## config.mk

```make
export PLATFORM = sky130hd
export DESIGN_NAME = mac_share_mux
export DESIGN_NICKNAME = d
export VERILOG_FILES = /design/src/rtl/mac_share_pkg.sv /design/src/rtl/msm_tx_arbiter.sv /design/src/rtl/msm_rx_frame_buf.sv /design/src/rtl/msm_rx_fanout.sv /design/src/rtl/mac_share_mux.sv
export SDC_FILE = /design/constraint.sdc
export NUM_CORES = 1
export LEC_CHECK = 0
export BUFFER_PORTS_ARGS = -buffer_cell sky130_fd_sc_hd__buf_2
export CORE_ASPECT_RATIO = 1.4
export CORE_MARGIN = 2
export CORE_UTILIZATION = 64
export CTS_CLUSTER_SIZE = 16
export DETAILED_ROUTE_END_ITERATION = 12
export GPL_TIMING_DRIVEN = 0
export PLACE_DENSITY = 0.9
export SYNTH_ARGS = -nofsm -noshare
export SYNTH_HDL_FRONTEND = slang
export SYNTH_SLANG_ARGS = --single-unit
```

## constraint.sdc

```tcl
create_clock -name clk -period 20 [get_ports clk]
set_clock_uncertainty 0.2 [all_clocks]
set_input_delay 2 -clock clk [delete_from_list [all_inputs] [get_ports clk]]
set_output_delay 2 -clock clk [all_outputs]
set_load 0.03 [all_outputs]
```

## src/rtl/mac_share_pkg.sv

```systemverilog
package mac_share_pkg;

    localparam int DATA_W = 64;
    localparam int KEEP_W = DATA_W / 8;
    localparam int NUM_CH = 2;

    typedef struct packed {
        logic [DATA_W-1:0] data;
        logic [KEEP_W-1:0] keep;
        logic              last;
    } beat_t;

    typedef struct packed {
        beat_t             beat;
        logic [NUM_CH-1:0] route;
    } rx_entry_t;

    typedef enum logic [0:0] {
        CH_ADM = 1'b0,
        CH_BLK = 1'b1
    } chan_e;

    function automatic chan_e next_turn(chan_e served);
        return (served == CH_ADM) ? CH_BLK : CH_ADM;
    endfunction

endpackage

```

## src/rtl/msm_tx_arbiter.sv

```systemverilog
module msm_tx_arbiter
    import mac_share_pkg::*;
(
    input  logic                    clk,
    input  logic                    rst,
    input  beat_t [NUM_CH-1:0]      src_beat,
    input  logic  [NUM_CH-1:0]      src_valid,
    output logic  [NUM_CH-1:0]      src_ready,
    output beat_t                   mac_beat,
    output logic                    mac_valid,
    input  logic                    mac_ready
);

    logic  locked;
    chan_e owner;
    chan_e served;
    chan_e pick;
    chan_e sel;
    logic  fire;

    always_comb begin
        if (src_valid[CH_ADM] && src_valid[CH_BLK]) pick = next_turn(served);
        else if (src_valid[CH_BLK])                 pick = CH_BLK;
        else                                        pick = CH_ADM;
    end

    assign sel       = locked ? owner : pick;
    assign mac_valid = src_valid[sel];
    assign mac_beat  = src_beat[sel];
    assign fire      = mac_valid & mac_ready;

    always_comb begin
        src_ready      = '0;
        src_ready[sel] = mac_ready;
    end

    always_ff @(posedge clk) begin
        if (rst) begin
            locked <= 1'b0;
            owner  <= CH_ADM;
            served <= CH_BLK;
        end else if (fire) begin
            if (mac_beat.last) begin
                locked <= 1'b0;
                served <= sel;
            end else begin
                locked <= 1'b1;
                owner  <= sel;
            end
        end
    end

    p_hold_owner_r3: assert property (@(posedge clk) disable iff (rst)
        (fire && !mac_beat.last) |=> (sel == $past(sel)));

    p_alternate_r1: assert property (@(posedge clk) disable iff (rst)
        (fire && mac_beat.last) |=> ((src_valid[CH_ADM] && src_valid[CH_BLK]) -> (sel != $past(sel))));

    p_single_ready_r3: assert property (@(posedge clk) disable iff (rst)
        $onehot0(src_ready));

endmodule

```

## src/rtl/msm_rx_frame_buf.sv

```systemverilog
module msm_rx_frame_buf
    import mac_share_pkg::*;
#(
    parameter int DEPTH   = 16,
    parameter int BACKOFF = 2
) (
    input  logic              clk,
    input  logic              rst,
    input  beat_t             in_beat,
    input  logic              in_valid,
    input  logic              in_good,
    input  logic [NUM_CH-1:0] route_in,
    output logic              in_ready,
    output rx_entry_t         head,
    output logic              avail,
    input  logic              pop
);

    localparam int AW    = $clog2(DEPTH);
    localparam int PTR_W = AW + 1;
    localparam int GAP_W = $clog2(BACKOFF + 1);
    localparam logic [PTR_W-1:0] CAP = PTR_W'(DEPTH);

    rx_entry_t         mem [DEPTH];
    logic [PTR_W-1:0]  wr_ptr, commit_ptr, rd_ptr;
    logic [PTR_W-1:0]  used;
    logic              full;
    logic              in_frame;
    logic              spoiled;
    logic [NUM_CH-1:0] route_q;
    logic [NUM_CH-1:0] route_cur;
    logic [GAP_W-1:0]  gap;
    logic              acc;
    logic              wr_ok;
    logic              end_ok;

    assign used      = wr_ptr - rd_ptr;
    assign full      = (used == CAP);
    assign in_ready  = (gap == '0);
    assign acc       = in_valid & in_ready;
    assign route_cur = in_frame ? route_q : route_in;
    assign wr_ok     = acc & ~full & ~spoiled;
    assign end_ok    = wr_ok & in_beat.last & in_good & (|route_cur);

    assign avail = (rd_ptr != commit_ptr);
    assign head  = mem[rd_ptr[AW-1:0]];

    always_ff @(posedge clk) begin
        if (wr_ok) mem[wr_ptr[AW-1:0]] <= '{beat: in_beat, route: route_cur};
    end

    always_ff @(posedge clk) begin
        if (rst) begin
            wr_ptr     <= '0;
            commit_ptr <= '0;
            rd_ptr     <= '0;
            in_frame   <= 1'b0;
            spoiled    <= 1'b0;
            route_q    <= '0;
            gap        <= '0;
        end else begin
            if (acc) begin
                if (in_beat.last) begin
                    in_frame <= 1'b0;
                    spoiled  <= 1'b0;
                    gap      <= GAP_W'(BACKOFF);
                    if (end_ok) begin
                        wr_ptr     <= wr_ptr + 1'b1;
                        commit_ptr <= wr_ptr + 1'b1;
                    end else begin
                        wr_ptr <= commit_ptr;
                    end
                end else begin
                    in_frame <= 1'b1;
                    if (!in_frame) route_q <= route_in;
                    if (full || spoiled) spoiled <= 1'b1;
                    else                 wr_ptr  <= wr_ptr + 1'b1;
                end
            end else if (gap != '0) begin
                gap <= gap - 1'b1;
            end
            if (pop) rd_ptr <= rd_ptr + 1'b1;
        end
    end

    p_no_overflow_r10: assert property (@(posedge clk) disable iff (rst)
        (wr_ptr - rd_ptr) <= CAP);

    p_commit_behind_wr_r7: assert property (@(posedge clk) disable iff (rst)
        (commit_ptr - rd_ptr) <= (wr_ptr - rd_ptr));

    p_backoff_r5: assert property (@(posedge clk) disable iff (rst)
        (acc && in_beat.last) |=> !in_ready);

    p_pop_only_committed_r7: assert property (@(posedge clk) disable iff (rst)
        pop |-> avail);

endmodule

```

## src/rtl/msm_rx_fanout.sv

```systemverilog
module msm_rx_fanout
    import mac_share_pkg::*;
(
    input  logic              clk,
    input  logic              rst,
    input  rx_entry_t         head,
    input  logic              avail,
    output logic              pop,
    output beat_t             ch_beat,
    output logic [NUM_CH-1:0] ch_valid,
    input  logic [NUM_CH-1:0] ch_ready
);

    logic [NUM_CH-1:0] ok_vec;

    assign ok_vec  = ~head.route | ch_ready;
    assign pop     = avail & (&ok_vec);
    assign ch_beat = head.beat;

    for (genvar k = 0; k < NUM_CH; k++) begin : g_ch
        logic [NUM_CH-1:0] others_ok;
        assign others_ok   = ok_vec | (NUM_CH'(1) << k);
        assign ch_valid[k] = avail & head.route[k] & (&others_ok);
    end

    p_route_nonzero_r8: assert property (@(posedge clk) disable iff (rst)
        avail |-> (|head.route));

    p_pop_matches_route_r9: assert property (@(posedge clk) disable iff (rst)
        pop |-> ((ch_valid & ch_ready) == head.route));

endmodule

```

## src/rtl/mac_share_mux.sv

```systemverilog
module mac_share_mux
    import mac_share_pkg::*;
#(
    parameter int RX_DEPTH = 16,
    parameter int RX_GAP   = 2
) (
    input  logic              clk,
    input  logic              rst,
    input  logic [DATA_W-1:0] adm_tx_data,
    input  logic [KEEP_W-1:0] adm_tx_keep,
    input  logic              adm_tx_last,
    input  logic              adm_tx_valid,
    output logic              adm_tx_ready,
    input  logic [DATA_W-1:0] blk_tx_data,
    input  logic [KEEP_W-1:0] blk_tx_keep,
    input  logic              blk_tx_last,
    input  logic              blk_tx_valid,
    output logic              blk_tx_ready,
    output logic [DATA_W-1:0] mac_tx_data,
    output logic [KEEP_W-1:0] mac_tx_keep,
    output logic              mac_tx_last,
    output logic              mac_tx_valid,
    input  logic              mac_tx_ready,
    input  logic [DATA_W-1:0] mac_rx_data,
    input  logic [KEEP_W-1:0] mac_rx_keep,
    input  logic              mac_rx_last,
    input  logic              mac_rx_ok,
    input  logic              mac_rx_valid,
    output logic              mac_rx_ready,
    input  logic [NUM_CH-1:0] rx_route,
    output logic [DATA_W-1:0] adm_rx_data,
    output logic [KEEP_W-1:0] adm_rx_keep,
    output logic              adm_rx_last,
    output logic              adm_rx_valid,
    input  logic              adm_rx_ready,
    output logic [DATA_W-1:0] blk_rx_data,
    output logic [KEEP_W-1:0] blk_rx_keep,
    output logic              blk_rx_last,
    output logic              blk_rx_valid,
    input  logic              blk_rx_ready
);

    beat_t [NUM_CH-1:0] tx_src;
    logic  [NUM_CH-1:0] tx_valid;
    logic  [NUM_CH-1:0] tx_ready;
    beat_t              tx_out;
    beat_t              rx_in;
    rx_entry_t          rx_head;
    logic               rx_avail;
    logic               rx_pop;
    beat_t              rx_out;
    logic  [NUM_CH-1:0] rx_valid;
    logic  [NUM_CH-1:0] rx_ready;

    assign tx_src[CH_ADM] = '{data: adm_tx_data, keep: adm_tx_keep, last: adm_tx_last};
    assign tx_src[CH_BLK] = '{data: blk_tx_data, keep: blk_tx_keep, last: blk_tx_last};
    assign tx_valid       = {blk_tx_valid, adm_tx_valid};
    assign adm_tx_ready   = tx_ready[CH_ADM];
    assign blk_tx_ready   = tx_ready[CH_BLK];
    assign mac_tx_data    = tx_out.data;
    assign mac_tx_keep    = tx_out.keep;
    assign mac_tx_last    = tx_out.last;

    msm_tx_arbiter u_arb (
        .clk       (clk),
        .rst       (rst),
        .src_beat  (tx_src),
        .src_valid (tx_valid),
        .src_ready (tx_ready),
        .mac_beat  (tx_out),
        .mac_valid (mac_tx_valid),
        .mac_ready (mac_tx_ready)
    );

    assign rx_in = '{data: mac_rx_data, keep: mac_rx_keep, last: mac_rx_last};

    msm_rx_frame_buf #(
        .DEPTH   (RX_DEPTH),
        .BACKOFF (RX_GAP)
    ) u_buf (
        .clk      (clk),
        .rst      (rst),
        .in_beat  (rx_in),
        .in_valid (mac_rx_valid),
        .in_good  (mac_rx_ok),
        .route_in (rx_route),
        .in_ready (mac_rx_ready),
        .head     (rx_head),
        .avail    (rx_avail),
        .pop      (rx_pop)
    );

    assign rx_ready = {blk_rx_ready, adm_rx_ready};

    msm_rx_fanout u_fan (
        .clk      (clk),
        .rst      (rst),
        .head     (rx_head),
        .avail    (rx_avail),
        .pop      (rx_pop),
        .ch_beat  (rx_out),
        .ch_valid (rx_valid),
        .ch_ready (rx_ready)
    );

    assign adm_rx_data  = rx_out.data;
    assign adm_rx_keep  = rx_out.keep;
    assign adm_rx_last  = rx_out.last;
    assign adm_rx_valid = rx_valid[CH_ADM];
    assign blk_rx_data  = rx_out.data;
    assign blk_rx_keep  = rx_out.keep;
    assign blk_rx_last  = rx_out.last;
    assign blk_rx_valid = rx_valid[CH_BLK];

endmodule

```

* After elaboration in Yosys (flattened, before gate mapping)
Memories as Yosys holds them, arrays and structs flattened. A register that Yosys moved wholly into a read port is not among the register bits.
Cells that the tools add are included.
** Word-level totals
- Flip-flop bits (word level) :: 24
- Latch bits :: 0
- Bits in writable memories :: 1200
- ROM bits :: 0
- Logic and storage cells :: 81
- Memories :: 1
** Memories
- u_buf.mem :: depth 16, width 75, rd ports 1, clocked after Yosys merged registers in 1, write ports 1, RTL line msm_rx_frame_buf.sv:24 : rx_entry_t mem [DEPTH];
** Cells by class
- Add/sub/neg operators :: 4
- Multiply operators :: 0
- Divide/modulo/power cells :: 0
- $lt $le $gt $ge :: 2
- Equality and inequality tests :: 4
- Shifts and indexed selects :: 0
- Multiplexer cells :: 25
- Bitwise logic cells :: 19
- Reductions and logical operators :: 16
** Operators by type and width (number)
- 73-bit two-way mux :: 2
- 2-bit AND reduction :: 8
- 5-bit two-way mux :: 3
- 1-bit two-way mux :: 13
- 1-bit bitwise AND :: 12
- 5-bit by 1-bit adder with 5-bit output (second input constant) :: 2
- 2-bit two-way mux :: 4
- 4-bit two-way mux :: 2
- 2-bit nonzero test :: 3
- 5-bit == test (second input constant) :: 1
- 5-bit inequality test :: 1
- 5-bit subtractor :: 1
- 2-bit inequality test (second input constant) :: 2
- 1-bit inverter :: 4
- 2-bit bitwise AND :: 1
- 1-bit logical AND :: 2
- 2-bit zero test :: 1
- 1-bit by 2-bit < comparator with 1-bit output (second input constant) :: 1
- 2-bit inverter :: 1
- 2-bit OR :: 1
- 2-bit OR reduction :: 1
- 2-bit by 1-bit subtractor with 2-bit output (second input constant) :: 1
- 1-bit demux with 1-bit select :: 1
- 1-bit >= comparator (second input constant) :: 1
- 1-bit logical OR :: 1

* Longest topological paths before layout
- Depth after elaboration :: 10
- Gate-level depth with buffers :: 9
- Gate-level depth less buffers :: 8

* Hierarchy
Synthesis repeated with hierarchy kept, for this count alone.
** Unflattened totals
- Cell total of the unflattened synthesis :: 2088
- Area total of the unflattened synthesis :: 48721.7 µm²
** By module, submodules not included
- msm_rx_frame_buf :: instances 1, cells an instance 1827, area an instance 46474.6 µm², seq. area each 36535.0 µm²
- msm_tx_arbiter :: instances 1, cells an instance 109, area an instance 1107.3 µm², seq. area each 60.1 µm²
- msm_rx_fanout :: instances 1, cells an instance 79, area an instance 591.8 µm², seq. area each 0.0 µm²
- mac_share_mux :: instances 1, cells an instance 73, area an instance 548.0 µm², seq. area each 0.0 µm²

* Worst setup path before layout
OpenSTA, ideal clock, no wires.
- Path type :: input-to-reg
- Start point :: in mac_rx_valid
- End point :: mem u_buf.mem[0][0] (netlist name) (enable)
- Arrival :: 7.625 ns
- Data required time :: 19.200 ns
- Setup slack :: 11.574 ns
- Cell stages on the path :: 5
- Buffers on the path :: 0
- Path through :: nand2_1 nor2_1 o31a_1 nand2_1 nor3_1
** Between the ends
- Word-level cells in the longest chain between the ends :: 5
** RTL lines
- start, declared :: RTL line mac_share_mux.sv:28 : input logic mac_rx_valid,
- 1-bit bitwise AND :: RTL line msm_rx_frame_buf.sv:40 : assign acc = in_valid & in_ready;
- 1-bit bitwise AND (2 in a row) :: RTL line msm_rx_frame_buf.sv:42 : assign wr_ok = acc & ~full & ~spoiled;
- 1-bit two-way mux :: RTL line msm_rx_frame_buf.sv:49 : if (wr_ok) mem[wr_ptr[AW-1:0]] <= '{beat: in_beat, route: route_cur};
- 1-bit two-way mux (implied by the code) :: RTL line msm_rx_frame_buf.sv:49
- end, declared :: RTL line msm_rx_frame_buf.sv:24
No other way between the ends.

* Worst setup path after layout
- Start point :: in blk_tx_valid
- End point :: out mac_tx_data[61]
** Between the ends
- Word-level cells in the longest chain between the ends :: 5
- Elaborated cells on any way between the ends :: 6
- Classes of those cells :: mux: 5; reduce/logical: 1
** RTL lines
- start, declared :: RTL line mac_share_mux.sv:17 : input logic blk_tx_valid,
- 1-bit two-way mux or 1-bit logical AND (tied branches) :: RTL line msm_tx_arbiter.sv:23, msm_tx_arbiter.sv:22
- 1-bit two-way mux * :: RTL line msm_tx_arbiter.sv:22 : if (src_valid[CH_ADM] && src_valid[CH_BLK]) pick = next_turn(served);
- 1-bit two-way mux * :: RTL line msm_tx_arbiter.sv:27 : assign sel = locked ? owner : pick;
- 73-bit two-way mux (implied by the code) * (2 in a row) :: RTL line msm_tx_arbiter.sv:29 : assign mac_beat = src_beat[sel];
- end, declared :: RTL line mac_share_mux.sv:19 : output logic [DATA_W-1:0] mac_tx_data,
Every way passes the cells marked *; elsewhere a longest branch is shown, timed or not. The select of a mux whose other input is x is not followed.

==> results.md <==
* Top-area cell type share of the netlist area at 75.2%
* Met3 Wirelength at 15,400 um
* Die Area at 77,100 sq um
* Placer Congestion at 1.17
* MaxCap Viol Count at 0
* Starting Density at 64.7%
* Final setup viols at 0
* Commonest non-fill, non-tap cells in the layout: edfxtp_1, buf_2, mux4_2
* I/O pin count at 455
* Multi-input gate area at 10,500 sq um
* First-pass GRT wire length at 202,000 um
* Pwr per Cell Area at 122 nW/um^2
* CTS HTree Levels at 3
* Simple-gate portion of the synthesized area at 0.929%
* CTS Sinks at 1,228
* Final hold violations at 0
* Inserted Clock Buffers at 105
* Fmax at 0.149 GHz
* Post-Synthesis Cell Area at 47,900 sq um
* Gr usage total at 38.3%
* Synth area leaders: edfxtp_1, mux4_2, mux2_2
* CP startpoint kind: input port
* Slew Limit Fails at 0
* Largest net degree at the start of global routing at 25
* CTS tree: yes
* Initial antenna violation count at 24
* Starting DRT DRC Count at 4,057
* Fin crit period at 6700 ps
* Layout cells sized above 1 at 44.8%
* Layout area overhead at 17.6%
* CP Capture Type: output pin
* Final WS setup at 13,300 ps
* Pleak at 18.3 nW
* Syn_area_per_cell at 23.6 sq um
* Die Wd at 235 um
* Design Area, Final at 56,400 sq um
* RSZ-0062 raised after global routing: no
* Worst slew margin at 9.39%
* Ys async rst share at 0%
* FF+latch area at 36,600 sq um
* Met1 WL at 43,400 um
* Via density at 7.15
* Detailed-route via count at 26,700
* Resized cells post-CTS at 0
* Commonest non-fill, non-tap cell in the layout: edfxtp_1
* Setup WS pre-CTS at 13,250 ps
* CTS Root Cell: clkbuf_16
* Vias in the first global route at 26,600
* Ys Warns at 0
* Xor/xnor share of the synthesized area at 0.237%
* Compound-Gate Fraction of Synth Area at 0.572%
* CP Data Required Time at 17,800 ps
* Distinct cells, synth at 52
* Synth Flop Type: edfxtp_1
* WL final at 147,000 um
* DP Cell Count at 3,523
* Layout fillers at 3,664
* Final #Nets at 2,910
* Final non-filler cell total at 3,736
* Setup TNS at 0 ps
* Pre-antenna DRT Iters at 6
* DRC viols at 0
* Largest family of logic cells by synthesized area: multiplexers
* Slew @ Worst Pin at 1360 ps
* Largest area contributor in the netlist: edfxtp_1
* Post-CTS repair timing setup buffer count at 0
* Multiplexer share of the synthesized area at 19.6%
* Clk_lat worst skew at 690 ps
* Hold WC Path Type: reg2reg
* Post-Synthesis Cells at 2,033
* Sequential-to-total area share from yosys stat at 76.3%
* Top routing layer in use: met5
* Die height at 328 um
* Wire length per cell at 39.3 um
* Number of synthesized flops with an enable pin at 1,200
* Placed cell areas at 52,800 sq um
* Remaining Overflow, GRT at 0
* Register bit count reported by yosys at 1,228
* Worst Path Class, Setup: in2out
* Clock-pin slew on the worst setup and hold paths at 70 ps
* DP HPWL at 89,600 um
* Syn Nets at 2,273
* Metal2 WL at 77,200 um
* Port-buffer cells at 454
* Cell Rows at 118
* Post-synthesis adder-cell area fraction at 0.261%
* Max Root-Sink Buffers at 3
* Status: complete, no violations
* Data arrival time of the worst path at 4500 ps
* Core Region at 74,100 sq um
* Max rail drop VDD at 0.0000858 V
* Antenna viol nets, final at 0
* Crit path max fanout at 10
* Post-cts hold buffer count at 0
* Fin crit share at 33.5%
## state kept, by name, summed over array words and instances (netlist names), named ones only
| register | flops |
|---|---|
| u_arb.locked | 1 |
| u_arb.owner | 1 |
| u_arb.served | 1 |
| u_buf.commit_ptr | 5 |
| u_buf.gap | 2 |
| u_buf.in_frame | 1 |
| u_buf.mem | 1200 |
| u_buf.rd_ptr | 5 |
| u_buf.route_q | 2 |
| u_buf.spoiled | 1 |
| u_buf.wr_ptr | 5 |
## critical path, stage by stage
cell and delay (ps):
buf_2 120, a21boi_0 130, mux2i_1 530, clkbuf_1 490, buf_1 500, mux2_2 510
buf_2 210
## power by group
part	switching, mW	internal [mW]
clock	0.947	1.21
combinational	1.07	0.726
sequential	0.0348	2.92
total	2.05	4.85
## stage by stage
stage	power [mW]	util (%)	hold WS [ps]
floorplan	4.21	-	237
finish	6.90	76.1	285
detailed placement	4.76	71.2	281
CTS	6.90	76.0	290
global placement	4.69	69.4	251
global route	7.05	76.0	334
## area by class of cell
class                      count  area share (%)
antenna                       17          0.0755
timing repair buffer         530            6.21
inverter                      15          0.0999
buffer                       172            1.66
multi-input combinational    618            18.6
clock buffer                 128            5.04
clock inverter                68            1.30
sequential                  1228            64.9
tap                          960            2.13
## routing by layer
layer / global-route usage [%] / vias to the layer above
met1: 44.5 / 13600
met5: 0 / -
met3: 6.87 / 524
met2: 67.4 / 2677
met4: 22.5 / 6
li1: - / 9865
## Yosys cell counts (2+ instances only)
library cell / instances
a211oi_1: 10
a21oi_1: 5
and2_1: 2
buf_1: 41
buf_2: 6
buf_4: 74
clkbuf_1: 50
dfxtp_1: 28
edfxtp_1: 1200
ha_1: 10
inv_1: 15
mux2_1: 5
mux2_2: 74
mux2i_1: 17
mux4_2: 370
nand2_1: 16
nand2b_1: 6
nand3_1: 7
nand4_1: 3
nor2_1: 36
nor2b_1: 6
nor3_1: 6
o211ai_1: 2
o21ai_0: 2
o21ai_1: 3
o31a_1: 2
xnor2_1: 8
xor2_1: 5
## final timing paths
kind | start | end | slack (ps) | cells after the start
worst min register to register | u_buf.gap[0]$_SDFFE_PP0P_ | u_buf.gap[0]$_SDFFE_PP0P_ | 280 | 1
worst max register to register | u_buf.rd_ptr[3]$_SDFFE_PP0P_ | u_buf.mem[2][28]$_DFFE_PP_ | 15850 | 12
worst min-delay path | u_buf.gap[0]$_SDFFE_PP0P_ | u_buf.gap[0]$_SDFFE_PP0P_ | 280 | 1
worst max-delay path | blk_tx_valid | mac_tx_data[61] | 13300 | 7
## kinds of logic (layout without fill, tap and decap cells)
family	Yosys count	after routing
AO/OA/AOI/OAI	38	38
XOR/XNOR	13	13
adder cells (fa/ha/maj)	10	10
buffers and inverters	187	913
flip-flops	1228	1228
multiplexers	466	466
other	0	17
AND/OR/NAND/NOR	91	91
Note: power is estimated with default switching activity, not from simulation.
